--- src/rtl/seg_desc_pkg.sv ---
package seg_desc_pkg;

    localparam int AW      = 32;
    localparam int SELW    = 16;
    localparam int GLIMW   = 16;
    localparam int RAWLIMW = 20;
    localparam int PAGEW   = 12;
    localparam int ATTRW   = 12;
    localparam int SLOT_SH = 3;

    typedef enum logic [1:0] {
        FLT_NONE  = 2'd0,
        FLT_LIMIT = 2'd1,
        FLT_NOTP  = 2'd2,
        FLT_NULL  = 2'd3
    } fault_e;

    typedef struct packed {
        logic       gran;
        logic       opsz;
        logic       rsv;
        logic       avl;
        logic       present;
        logic [1:0] dpl;
        logic       seg_kind;
        logic [2:0] typ;
        logic       acc;
    } attr_t;

    typedef struct packed {
        logic [AW-1:0] base;
        logic [AW-1:0] limit;
        attr_t         attr;
    } seg_t;

    typedef enum logic [2:0] {
        ST_IDLE, ST_RD0, ST_W0, ST_RD1, ST_W1, ST_FIN
    } st_e;

    // sel_hi is selector bits 15..2: [0] table bit, [13:1] index
    function automatic logic sel_is_null(input logic [SELW-3:0] sel_hi);
        return sel_hi == '0;
    endfunction

    function automatic logic [AW-1:0] slot_last_byte(input logic [SELW-4:0] idx);
        return {{(AW-SELW){1'b0}}, idx, {SLOT_SH{1'b1}}};
    endfunction

    function automatic logic [AW-1:0] slot_offset(input logic [SELW-4:0] idx);
        return {{(AW-SELW){1'b0}}, idx, {SLOT_SH{1'b0}}};
    endfunction

endpackage

--- src/rtl/seg_sel_check.sv ---
module seg_sel_check
    import seg_desc_pkg::*;
(
    input  logic [SELW-3:0]  sel_hi,
    input  logic             for_ltab,
    input  logic [AW-1:0]    gbase,
    input  logic [GLIMW-1:0] glimit,
    input  logic             lvalid,
    input  logic [AW-1:0]    lbase,
    input  logic [AW-1:0]    llimit,
    output logic [AW-1:0]    desc_addr,
    output logic             early_fault,
    output fault_e           early_code
);
    logic              use_local;
    logic [SELW-4:0]   idx;
    logic [AW-1:0]     last_b;
    logic [AW-1:0]     tbl_lim;

    assign idx       = sel_hi[SELW-3:1];
    assign use_local = sel_hi[0];
    assign last_b    = slot_last_byte(idx);
    assign tbl_lim   = use_local ? llimit : {{(AW-GLIMW){1'b0}}, glimit};
    assign desc_addr = (use_local ? lbase : gbase) + slot_offset(idx);

    always_comb begin
        early_fault = 1'b1;
        early_code  = FLT_LIMIT;
        if (for_ltab && use_local) begin
            early_code = FLT_LIMIT;
        end else if (sel_is_null(sel_hi)) begin
            early_code = FLT_NULL;
        end else if (use_local && !lvalid) begin
            early_code = FLT_LIMIT;
        end else if (last_b > tbl_lim) begin
            early_code = FLT_LIMIT;
        end else begin
            early_fault = 1'b0;
            early_code  = FLT_NONE;
        end
    end
endmodule

--- src/rtl/seg_desc_unpack.sv ---
module seg_desc_unpack
    import seg_desc_pkg::*;
(
    input  logic [31:0] lo_word,
    input  logic [31:0] hi_word,
    output seg_t        seg
);
    logic [RAWLIMW-1:0] raw_lim;

    assign raw_lim = {hi_word[19:16], lo_word[15:0]};

    always_comb begin
        seg.base  = {hi_word[31:24], hi_word[7:0], lo_word[31:16]};
        seg.attr  = attr_t'({hi_word[23:20], hi_word[15:8]});
        if (seg.attr.gran)
            seg.limit = {raw_lim, {PAGEW{1'b1}}};
        else
            seg.limit = {{(AW-RAWLIMW){1'b0}}, raw_lim};
    end
endmodule

--- src/rtl/seg_desc_loader.sv ---
module seg_desc_loader
    import seg_desc_pkg::*;
(
    input  logic             clk,
    input  logic             rst,
    input  logic             gtab_wr,
    input  logic [AW-1:0]    gtab_base_in,
    input  logic [GLIMW-1:0] gtab_limit_in,
    input  logic             req_valid,
    input  logic             req_ltab,
    input  logic [SELW-1:0]  req_sel,
    output logic             busy,
    output logic             mem_req,
    output logic [AW-1:0]    mem_addr,
    input  logic             mem_rvalid,
    input  logic [31:0]      mem_rdata,
    output logic             done,
    output logic [1:0]       fault,
    output logic [AW-1:0]    seg_base,
    output logic [AW-1:0]    seg_limit,
    output logic [ATTRW-1:0] seg_attr,
    output logic [SELW-1:0]  ltab_sel
);
    st_e              state;
    logic [SELW-1:0]  sel_q;
    logic             ltab_q;
    fault_e           flt_q;
    logic [31:0]      lo_q, hi_q;
    logic [AW-1:0]    addr_q;

    logic [AW-1:0]    gbase_q;
    logic [GLIMW-1:0] glim_q;
    logic             lvalid_q;
    logic [AW-1:0]    lbase_q, llim_q;

    logic [AW-1:0]    desc_addr;
    logic             early_fault;
    fault_e           early_code;
    seg_t             seg;

    seg_sel_check u_chk_sel (
        .sel_hi      (req_sel[SELW-1:2]),
        .for_ltab    (req_ltab),
        .gbase       (gbase_q),
        .glimit      (glim_q),
        .lvalid      (lvalid_q),
        .lbase       (lbase_q),
        .llimit      (llim_q),
        .desc_addr   (desc_addr),
        .early_fault (early_fault),
        .early_code  (early_code)
    );

    seg_desc_unpack u_unpack (
        .lo_word (lo_q),
        .hi_word (hi_q),
        .seg     (seg)
    );

    always_ff @(posedge clk) begin
        if (rst) begin
            state  <= ST_IDLE;
            sel_q  <= '0;
            ltab_q <= 1'b0;
            flt_q  <= FLT_NONE;
            lo_q   <= '0;
            hi_q   <= '0;
            addr_q <= '0;
        end else begin
            unique case (state)
                ST_IDLE: if (req_valid) begin
                    sel_q  <= req_sel;
                    ltab_q <= req_ltab;
                    lo_q   <= '0;
                    hi_q   <= '0;
                    addr_q <= desc_addr;
                    flt_q  <= early_code;
                    state  <= early_fault ? ST_FIN : ST_RD0;
                end
                ST_RD0: state <= ST_W0;
                ST_W0: if (mem_rvalid) begin
                    lo_q  <= mem_rdata;
                    state <= ST_RD1;
                end
                ST_RD1: state <= ST_W1;
                ST_W1: if (mem_rvalid) begin
                    hi_q  <= mem_rdata;
                    flt_q <= mem_rdata[15] ? FLT_NONE : FLT_NOTP;
                    state <= ST_FIN;
                end
                ST_FIN: state <= ST_IDLE;
                default: state <= ST_IDLE;
            endcase
        end
    end

    // table registers
    always_ff @(posedge clk) begin
        if (rst) begin
            gbase_q  <= '0;
            glim_q   <= '0;
            lvalid_q <= 1'b0;
            lbase_q  <= '0;
            llim_q   <= '0;
            ltab_sel <= '0;
        end else begin
            if (gtab_wr) begin
                gbase_q <= gtab_base_in;
                glim_q  <= gtab_limit_in;
            end
            if (state == ST_FIN && ltab_q) begin
                if (flt_q == FLT_NONE) begin
                    lvalid_q <= 1'b1;
                    lbase_q  <= seg.base;
                    llim_q   <= seg.limit;
                    ltab_sel <= sel_q;
                end else if (flt_q == FLT_NULL) begin
                    lvalid_q <= 1'b0;
                    ltab_sel <= '0;
                end
            end
        end
    end

    assign busy      = (state != ST_IDLE);
    assign mem_req   = (state == ST_RD0) || (state == ST_RD1);
    assign mem_addr  = (state == ST_RD1) ? addr_q + AW'(4) : addr_q;
    assign done      = (state == ST_FIN);
    assign fault     = flt_q;
    assign seg_base  = seg.base;
    assign seg_limit = seg.limit;
    assign seg_attr  = seg.attr;
endmodule

--- config.mk ---
export PLATFORM = sky130hd
export DESIGN_NAME = seg_desc_loader
export DESIGN_NICKNAME = d
export VERILOG_FILES = /design/src/rtl/seg_desc_pkg.sv /design/src/rtl/seg_sel_check.sv /design/src/rtl/seg_desc_unpack.sv /design/src/rtl/seg_desc_loader.sv
export SDC_FILE = /design/constraint.sdc
export NUM_CORES = 1
export LEC_CHECK = 0
export CORE_ASPECT_RATIO = 0.8
export CORE_MARGIN = 5
export CORE_UTILIZATION = 49
export CTS_CLUSTER_DIAMETER = 150
export DETAILED_ROUTE_END_ITERATION = 8
export HOLD_SLACK_MARGIN = 0.12
export PLACE_DENSITY = 0.84
export SLEW_MARGIN = 40
export SYNTH_ARGS = -nofsm -noshare
export SYNTH_HDL_FRONTEND = slang
export SYNTH_SLANG_ARGS = --single-unit
--- constraint.sdc ---
create_clock -name clk -period 5.9 [get_ports clk]
set_input_delay 1.18 -clock clk [delete_from_list [all_inputs] [get_ports clk]]
set_output_delay 1.18 -clock clk [all_outputs]
set_load 0.01 [all_outputs]
# == Word-level counts from Yosys, hierarchy flattened ==
# Cells that the tools add are included.
# op_classes
add_sub_neg,2
multipliers,0
n_div,0
order_cmp,1
eq_ne,9
n_shift,0
mux,29
bitwise_logic,0
n_reduce_logical,18
# op_table
operator,n
32-bit 2-to-1 mux,6
32-bit one-hot mux with 2 select lines,2
32-bit by 16-bit adder with 32-bit output,1
32-bit by 3-bit adder with 32-bit output (second input constant),1
16-bit by 32-bit greater-than comparator with 1-bit output,1
16-bit 2-to-1 mux,2
3-bit one-hot mux with 5 select lines,1
14-bit logical NOT,1
2-bit 2-to-1 mux,6
3-bit 2-to-1 mux,4
3-bit AND reduction,3
1-bit 2-to-1 mux,7
3-bit by 2-bit == test with 1-bit output (second input constant),2
3-bit == test (second input constant),2
2-bit != test (second input constant),3
2-bit AND reduction,3
2-bit nonzero test,3
2-bit one-hot mux with 2 select lines,1
3-bit by 1-bit == test with 1-bit output (second input constant),1
1-bit logical AND,3
3-bit logical NOT,1
3-bit nonzero test,1
2-bit == test (second input constant),1
2-bit logical NOT,1
2 further kinds,2
# totals
regBits,247
latchBits,0
mem_bits_rw,0
mem_bits_ro,0
inputBits,102
out_inout_bits,129
word_cells,72
mem_count,0

# == Longest topological paths before layout ==
# Gate-level depths: netlist of the first run.
# logic_depth
ltp_word,9
depth_mapped,16
depth_no_buf,11

# == Hierarchy ==
# A second synthesis of the first run with hierarchy kept.
# hier_totals
hier_cells,1477
hier_area_um2,12106.6
# modules_own_cells
module,n_inst,cells_per_inst,area_per_inst_um2,seq_area_each_um2
seg_desc_loader,1,1139,9489.1,4944.7
seg_sel_check,1,259,2000.7,0.0
seg_desc_unpack,1,79,616.8,0.0

# == Worst setup path before layout of the first run ==
# OpenSTA, ideal clock, no wires.
# synth_path
path_kind,input to register
from,in req_sel[2]
to,reg addr_q[31]
setup_time_ns,0.062
arrival_ns,4.378
required_ns,5.838
path_slack_ns,1.461
stages,16
path_buffers,5
path_cell_list,buf_6 > buf_4 > buf_2 > buf_2 > buf_2 > mux2_2 > ha_1 > inv_1 > fa_1 > and2b_1 > o2111ai_1 > a21oi_1 > o2111ai_1 > a211o_1 > or3_1 > nand3_1
# synth_via
elab_chain_len,2
# synth_lines
element,line_no,source
from (decl),seg_desc_loader.sv:11,"input logic [SELW-1:0] req_sel,"
32-bit 2-to-1 mux,seg_sel_check.sv:24,assign desc_addr = (use_local ? lbase : gbase) + slot_offset(idx);
32-bit by 16-bit adder with 32-bit output,seg_sel_check.sv:24,
to (signal assigned),seg_desc_loader.sv:76,addr_q <= desc_addr;
to (decl),seg_desc_loader.sv:29,logic [AW-1:0] addr_q;
# Every way passes these cells.
# A chain may end at the register's enable or synchronous reset.

# == Worst setup path after layout of the first run ==
# layout_path
from,reg state[0]
to,out mem_addr[26]
# layout_via
elab_chain_len,2
# layout_lines
element,line_no,source
from (decl),seg_desc_loader.sv:24,st_e state;
from (signal assigned),seg_desc_loader.sv:78,state <= early_fault ? ST_FIN : ST_RD0;
3-bit by 2-bit == test with 1-bit output,seg_desc_loader.sv:127,assign mem_addr = (state == ST_RD1) ? addr_q + AW'(4) : addr_q;
32-bit 2-to-1 mux,seg_desc_loader.sv:127,
to (decl),seg_desc_loader.sv:14,"output logic [AW-1:0] mem_addr,"
# Every way passes these cells.

==> metrics.txt, run 1 <==
drt first pass iters 5; asr flop ratio synth 0; H-tree depth 1; Initial Util 0.4990; Diodes inserted 0; outcome complete, no violations; Final Instance Count excl. Fillers 1895; wire per inst 19.23 µm; setup TNS 0 ns; number of remaining DRC errors 0; P_leak 0.005569 µW; clk_skew 0.008011 ns; Seq cells post-synth 247; GPL Wtd Cong 0.9137; grt total ovfl 0; die area 0.02710 mm²; Chip Height 148.2 µm; Max stage delay on crit path 0.56 ns; Slowest-stage cell, CP clkdlybuf4s50_1; Syn Inst Count 1437; # setup viols final 0; number of global-route vias before repair 9916; final hold viol count 0; Sink Count 247; Max-cap violations 0; Synth Flop Type dfxtp_1; Hold Crit Class reg -> reg; Peak supply drop 0.0002456 V; Die W 182.8 µm; fin nets 1697; Fill cells 2006; Critical Path RT 4.72 ns; Cell variety after synth 58; initial DRC count 1201; Tmin final 4.297 ns; Cells after DPL 1851; power density cells 284.9 mW/mm²; Clock Path Buffers 3; critical path class reg -> out; tightest hold margin 0.4545 ns; post-route antenna net violation count 0; WL met2 15040 µm; Post-Syn Area 0.01171 mm²; CTS tree yes; Via Count 10810; crit-path max FO 8; Ports 231; layout cells sized above 1 0.07012; hold path start hi_q[12]$_SDFFE_PP0P_; antenna violations before repair 2; Total Routed Length 36440 µm; cts repair resizes 0; Detail Placement HPWL 25760 µm; CTS root buffer clkbuf_16; Final Slew Violations 0; post-cts hold buffer count 0; Post-synth EDFFs 0; CP arrival 3.12 ns; Synth Net Count 1568; r2r startpoint lbase_q[3]$_SDFFE_PP0P_; worst skew pair latency 0.52 ns; total track usage 0.2548; Seq/Total Area, Yosys 0.4224; IO buf count 230; crit path from state[0]$_SDFFE_PP0P_; Post-CTS Setup Bufs 0; Slew HR 0.4341; syn_area_per_cell 8.146 µm²; CTS clk-pin slew, worst paths 0.06 ns; Slew @ Worst Pin 0.8488 ns; fmax 232.7 MHz; Num CTS Buffers 25; highest signal layer in the routed design met5; yosys warns 0; RSZ-0062 raised after global routing no; metal3 WL 4065 µm; Worst setup EP type primary output; met1 wire length 16350 µm; CP Cell Sequence nor2b_1, and2_1, nand4_1, or3_1, nor2_1, xor2_1, clkdlybuf4s50_1; largest net degree at the start of global routing 98; global-route wire length before repair 56060 µm; post-route clock period utilization 0.7284; Synth-to-Final Area Change 25.22%; crit path launch type flop; drt via density 5.702; core area 0.02346 mm²; # rows 50
## cell families (layout without fill, tap and decap cells)
group | count (synthesis) | after routing | synth area share
muxes | 100 | 100 | 0.08797
AOI/OAI and AO/OA | 251 | 251 | 0.1258
and+or+nand+nor | 612 | 612 | 0.2335
adders and majority gates | 29 | 29 | 0.03164
DFF | 247 | 247 | 0.4224
xor gates and xnor gates | 43 | 43 | 0.03217
buffers and inverters | 155 | 301 | 0.06648
## cell usage after synthesis (all sizes together) (2+ instances only)
library cell,count,area share
or3,5,0.0027
or2,14,0.0075
a22oi,17,0.011
and2,18,0.0096
and2b,3,0.0019
ha,28,0.030
nand3b,2,0.0013
dfxtp,247,0.42
o311ai,2,0.0015
nor4,8,0.0043
buf,73,0.040
a21oi,163,0.070
o21ai,18,0.0077
nor3b,2,0.0013
a211o,3,0.0022
nand3,88,0.038
nor2b,6,0.0032
and3,13,0.0069
a211oi,7,0.0045
clkbuf,70,0.022
a21o,13,0.0083
o21a,3,0.0026
inv,12,0.0038
nor2,141,0.045
xor2,15,0.011
nor3,33,0.014
a32oi,3,0.0022
xnor2,28,0.021
o2111ai,2,0.0015
nor4b,3,0.0022
a31o,4,0.0030
mux2,23,0.022
a31oi,5,0.0032
nand4,16,0.0086
and4,3,0.0022
mux2i,77,0.066
or4b,2,0.0020
nand2,252,0.081
a32o,3,0.0026
## layout make-up
| cell class | instances | area, µm² | area share |
|---|---|---|---|
| clock buffers | 33 | 695.7 | 0.04746 |
| clock inverters | 11 | 165.2 | 0.01127 |
| inverters | 12 | 45.04 | 0.003073 |
| multi-input cells | 1035 | 6005 | 0.4096 |
| flip-flops and latches | 247 | 4946 | 0.3374 |
| well taps | 312 | 390.4 | 0.02663 |
| repair buffers | 245 | 2412 | 0.1646 |
## sequential cells by signal, summed over array words and instances (netlist names)
signal / flops
glim_q: 16
ltab_sel: 16
lo_q: 32
hi_q: 32
lbase_q: 32
lvalid_q: 1
ltab_q: 1
addr_q: 32
state: 3
llim_q: 32
gbase_q: 32
fault: 2
sel_q: 16
## cell usage in the layout (no fill, tap or decap), types with 4 or more instances in the layout
master / count
a31oi_1: 4
xor2_1: 15
nand2_1: 251
inv_1: 12
buf_4: 15
clkdlybuf4s50_1: 227
mux2_2: 23
nand4_1: 16
or2_2: 14
nor3_1: 33
or3_1: 5
clkbuf_8: 4
and3_1: 12
o21ai_0: 18
clkinv_2: 4
dfxtp_1: 246
xnor2_1: 28
and2_1: 17
nor4_1: 8
clkbuf_16: 25
a21oi_1: 161
mux2i_1: 77
a31o_2: 4
nand3_1: 87
a211oi_1: 7
nor2b_1: 6
clkbuf_1: 4
nor2_1: 141
a22oi_1: 17
a21o_1: 13
ha_1: 28
bufinv_16: 4
## routing by layer
| metal | GRT usage | up-vias |
|---|---|---|
| met5 | 0 | - |
| met4 | 0.06217 | 4 |
| met3 | 0.06748 | 71 |
| met2 | 0.3662 | 566 |
| met1 | 0.3804 | 5023 |
| li1 | - | 5142 |
## metrics by stage
stage	area [µm²]	utilization	setup WS (ns)	power, µW
after floorplan	11710	-	1.461	2238
after global routing	14660	0.6249	1.399	4339
after CTS	14660	0.6249	1.562	4188
after detailed placement	13800	0.5882	1.481	2529
after global placement	13790	0.5878	1.247	2515
final	14660	0.6249	1.603	4176
## critical path: cells and delay by family (launching register included)
kind                   cells  cell delay (ns)
buffers and inverters      1             0.56
flip-flops                 1             0.50
XOR/XNOR                   1             0.17
AND/OR/NAND/NOR            5             1.37
## power by group
part	switching [µW]	leakage [µW]	internal [µW]
Combinational	408	0.00314	284
Sequential	70.5	0.00201	1740
Clock	665	0.000423	1000
## final timing paths
check                       endpoint  slack [ns]  cells past startpoint
max                     mem_addr[26]        1.60                      7
min            hi_q[12]$_SDFFE_PP0P_        0.45                      2
max reg2reg  addr_q[23]$_SDFFE_PP0P_        2.86                     11
min reg2reg    hi_q[12]$_SDFFE_PP0P_        0.45                      2
Power figures use the tool's default switching activity.
==> run 2, diff against run 1 <==
- CORE_UTILIZATION: 49 -> 47
- PLACE_DENSITY: 0.84 -> 0.85
- clock period: 5.9 -> 3.85 ns (I/O delays scaled with it)
==> metrics.txt, run 2 (synthesized netlist as in run 1, its figures left out) <==
outcome complete, no violations; final hold viol count 0; # rows 51; drt via density 5.716; wire per inst 19.53 µm; power density cells 427.8 mW/mm²; Peak supply drop 0.0003178 V; post-route clock period utilization 0.9535; Hold Crit Class reg -> reg; Slew @ Worst Pin 0.8095 ns; layout cells sized above 1 0.08391; pre-CTS WS 0.2331 ns; number of remaining DRC errors 0; antenna violations before repair 2; die area 0.02818 mm²; CP arrival 2.90 ns; Via Count 10960; global-route wire length before repair 57340 µm; crit-path max FO 8; fmax 272.4 MHz; clk_skew 0.01498 ns; Max-cap violations 0; crit path launch type flop; IO buf count 230; P_leak 0.005626 µW; tightest hold margin 0.4523 ns; Tmin final 3.671 ns; Synth-to-Final Area Change 26.42%; Layout Utilization 0.6055; Clock Path Buffers 3; Sink Count 247; critical path class reg -> out; number of global-route vias before repair 10240; Worst Setup Slack, final 0.1790 ns; Critical Path RT 3.08 ns; # setup viols final 0; CTS tree yes; largest net degree at the start of global routing 105; H-tree depth 1; commonest non-fill, non-tap cells in the layout nand2_1 (251), dfxtp_1 (244), clkdlybuf4s50_1 (227), a21oi_1 (160), nor2_1 (140); Chip Height 151.2 µm; drt first pass iters 7; commonest non-fill, non-tap cell in the layout nand2_1; Ports 231; Detail Placement HPWL 27140 µm; post-route antenna net violation count 0; worst skew pair latency 0.53 ns; Total Routed Length 37440 µm; Worst setup EP type primary output; total track usage 0.2516; post-cts hold buffer count 0; Slew HR 0.4597; core area 0.02444 mm²; Cells after DPL 1868; initial DRC count 996; Final Instance Count excl. Fillers 1917; Die W 186.4 µm; reg2reg setup slack 1.01 ns; Design Power 6330 µW; GPL Wtd Cong 0.9465; CTS root buffer clkbuf_16; Num CTS Buffers 25; Initial Util 0.4790; CTS clk-pin slew, worst paths 0.07 ns; fin nets 1710; grt total ovfl 0; Final Slew Violations 0
## run 2: cell types whose count changed in the layout (fill, tap and decap cells not counted), moves of 2 or more
cell,before,now
buf_4,15,27
clkbuf_8,4,6
diode_2,0,2
bufinv_16,4,2
clkinv_2,4,6
dfxtp_1,246,244
dfxtp_2,1,3
## run 2: timing repair
| item | 4_1_cts | 5_1_grt |
|---|---|---|
| resized for setup | 0 | 5 |
| endpoints found under the setup margin | 0 | 10 |
| setup buffers | 0 | 2 |
## run 2: final timing paths
path,start,end,depth (start not counted)
max reg2reg,gbase_q[3]$_SDFFE_PP0P_,addr_q[31]$_SDFFE_PP0P_,11
max,state[0]$_SDFFE_PP0P_,mem_addr[28],7
min reg2reg,hi_q[11]$_SDFFE_PP0P_,hi_q[11]$_SDFFE_PP0P_,2
min,hi_q[11]$_SDFFE_PP0P_,hi_q[11]$_SDFFE_PP0P_,2
## run 2: metal layers
metal	wire, µm	vias up	GRT usage
li1	-	5184	-
met1	16800	5173	0.3691
met2	15720	538	0.3672
met3	3994	59	0.06866
met4	901	4	0.06200
met5	27	-	0
## run 2: stage by stage
step | TNS [ns] | cell area [µm²]
2_1_floorplan | 0 | 11740
3_3_place_gp | 0 | 13920
3_5_place_dp | 0 | 13920
4_1_cts | 0 | 14760
5_1_grt | -0.02819 | 14790
6_report | 0 | 14800
## run 2: power breakdown
group	switching (µW)	internal (µW)	leakage (µW)
clock network	1030	1440	0.000411
registers	112	2670	0.00201
logic	627	446	0.00321
## run 2: cell type report
cell class                 instances  area, µm²
multi-input combinational       1035       6047
sequential                       247       4949
timing repair buffer             258       2522
inverter                          12      45.04
clock inverter                    11      113.9
fill                            2100       9641
tap                              318      397.9
antenna                            2      5.005
clock buffer                      34      719.4
## run 2: critical path: stages, from the launching register on
cell,delay [ns]
dfxtp_2,0.40
nor2b_1,0.20
and2_1,0.18
nand4_1,0.25
or3_4,0.48
nor2_1,0.13
xor2_1,0.17
clkdlybuf4s50_1,0.56
==> run 3, diff against run 2 <==
- SKIP_CTS_REPAIR_TIMING: unset -> 1
- SLEW_MARGIN: 40 -> 10
==> metrics.txt, run 3 (synthesized netlist as in run 1, its figures left out) <==
Layout Utilization 0.6039; final hold viol count 0; Diodes inserted 0; part of the power in combinational logic 0.171; total track usage 0.2531; CP arrival 2.88 ns; Clock Path Buffers 3; # rows 51; Sink Count 247; critical path class reg -> out; Peak supply drop 0.0002906 V; crit path from state[0]$_SDFFE_PP0P_; Worst setup EP type primary output; number of global-route vias before repair 10240; Cell Int Power 4488 µW; hold path start hi_q[11]$_SDFFE_PP0P_; commonest non-fill, non-tap cells in the layout nand2_1 (251), dfxtp_1 (245), clkdlybuf4s50_1 (227), a21oi_1 (160), nor2_1 (140); WHS Path Cells 2; IO buf count 230; number of remaining DRC errors 0; fin nets 1710; crit-path max FO 8; die area 0.02818 mm²; worst skew pair latency 0.52 ns; Tmin final 3.653 ns; Hold Path End hi_q[11]$_SDFFE_PP0P_; drt via density 5.710; # setup viols final 0; Detail Placement HPWL 27280 µm; pre-CTS WS 0.2043 ns; post-route clock period utilization 0.9489; Finished Cell Area 0.01476 mm²; outcome complete, no violations; power density cells 423.9 mW/mm²; Chip Height 151.2 µm; CTS root buffer clkbuf_16; sequential power share 0.445; clk_skew 0.007827 ns; Cells after DPL 1868; initial DRC count 1043; Ports 231; tightest hold margin 0.4555 ns; H-tree depth 1; Slew @ Worst Pin 1.060 ns; r2r startpoint lbase_q[3]$_SDFFE_PP0P_; Critical Path RT 3.08 ns; Via Count 10930; RSZ-0062 raised after global routing no; switching pwr 1769 µW; Worst Setup Slack, final 0.1969 ns; switching part of the total 0.2827; Synth-to-Final Area Change 26.08%; Reg2Reg Capture Point addr_q[31]$_SDFFE_PP0P_; post-route antenna net violation count 0; Final Slew Violations 0; reg2reg setup slack 0.99 ns; Hold Crit Class reg -> reg; crit path launch type flop; antenna violations before repair 2; Final Instance Count excl. Fillers 1915; Placed Area 0.01392 mm²; Die W 186.4 µm; CTS clk-pin slew, worst paths 0.06 ns; clock share of power 0.383; GPL Wtd Cong 0.9465; Total Routed Length 37730 µm; commonest non-fill, non-tap cell in the layout nand2_1; P_leak 0.005610 µW; fmax 273.7 MHz; Fill cells 2133; largest net degree at the start of global routing 105; Slew HR 0.2932; Max-cap violations 0; core area 0.02444 mm²; drt first pass iters 5; R2R cell count 11; Num CTS Buffers 25; wire per inst 19.70 µm; layout cells sized above 1 0.08265; grt total ovfl 0; CTS tree yes; global-route wire length before repair 57910 µm; Initial Util 0.4790
## run 3: area by class of cell
type	count	area, µm²	area share
Multi-Input combinational cell	1035	6037	0.4090
Sequential cell	247	4947	0.3352
Timing Repair Buffer	258	2516	0.1705
Clock buffer	37	760.7	0.05154
Tap cell	318	397.9	0.02696
Clock inverter	8	55.05	0.003730
Inverter	12	45.04	0.003052
## run 3: worst max path at each step
stage,end,slack (ns),depth (start not counted)
after floorplan,addr_q[18]$_SDFFE_PP0P_,0.009,14
after CTS,mem_addr[26],-0.002,7
final,mem_addr[26],0.20,7
after global routing,mem_addr[31],0.01,8
after global placement,addr_q[31]$_SDFFE_PP0P_,0.30,12
after detailed placement,addr_q[31]$_SDFFE_PP0P_,0.20,12
## run 3: critical path, cell delays in order, from the launching register on
cell and delay, ns:
dfxtp_2 0.41, nor2b_1 0.19, and2_1 0.18, nand4_1 0.25, or3_4 0.48, nor2_1 0.14, xor2_1 0.16, clkdlybuf4s50_1 0.55
## run 3: per-stage QoR
stage | TNS (ns) | power, µW
6_report | 0 | 6256
5_1_grt | 0 | 6495
4_1_cts | -0.002216 | 6264
2_1_floorplan | 0 | 3433
3_3_place_gp | 0 | 3867
3_5_place_dp | 0 | 3892
## run 3: per-layer routing
layer,up-vias,global-route usage,share of wire
met4,4,0.06126,0.025
met1,5156,0.3669,0.45
met5,-,0,0.00056
met2,532,0.3752,0.42
met3,66,0.06935,0.10
li1,5176,-,-
## run 3: power by group through the flow
stage	Clock [µW]	Combinational [µW]	Sequential (µW)
after floorplan	0	643	2790
after CTS	2420	1060	2780
after global placement	0	1040	2830
final	2400	1070	2790
after global routing	2540	1160	2800
after detailed placement	0	1050	2840
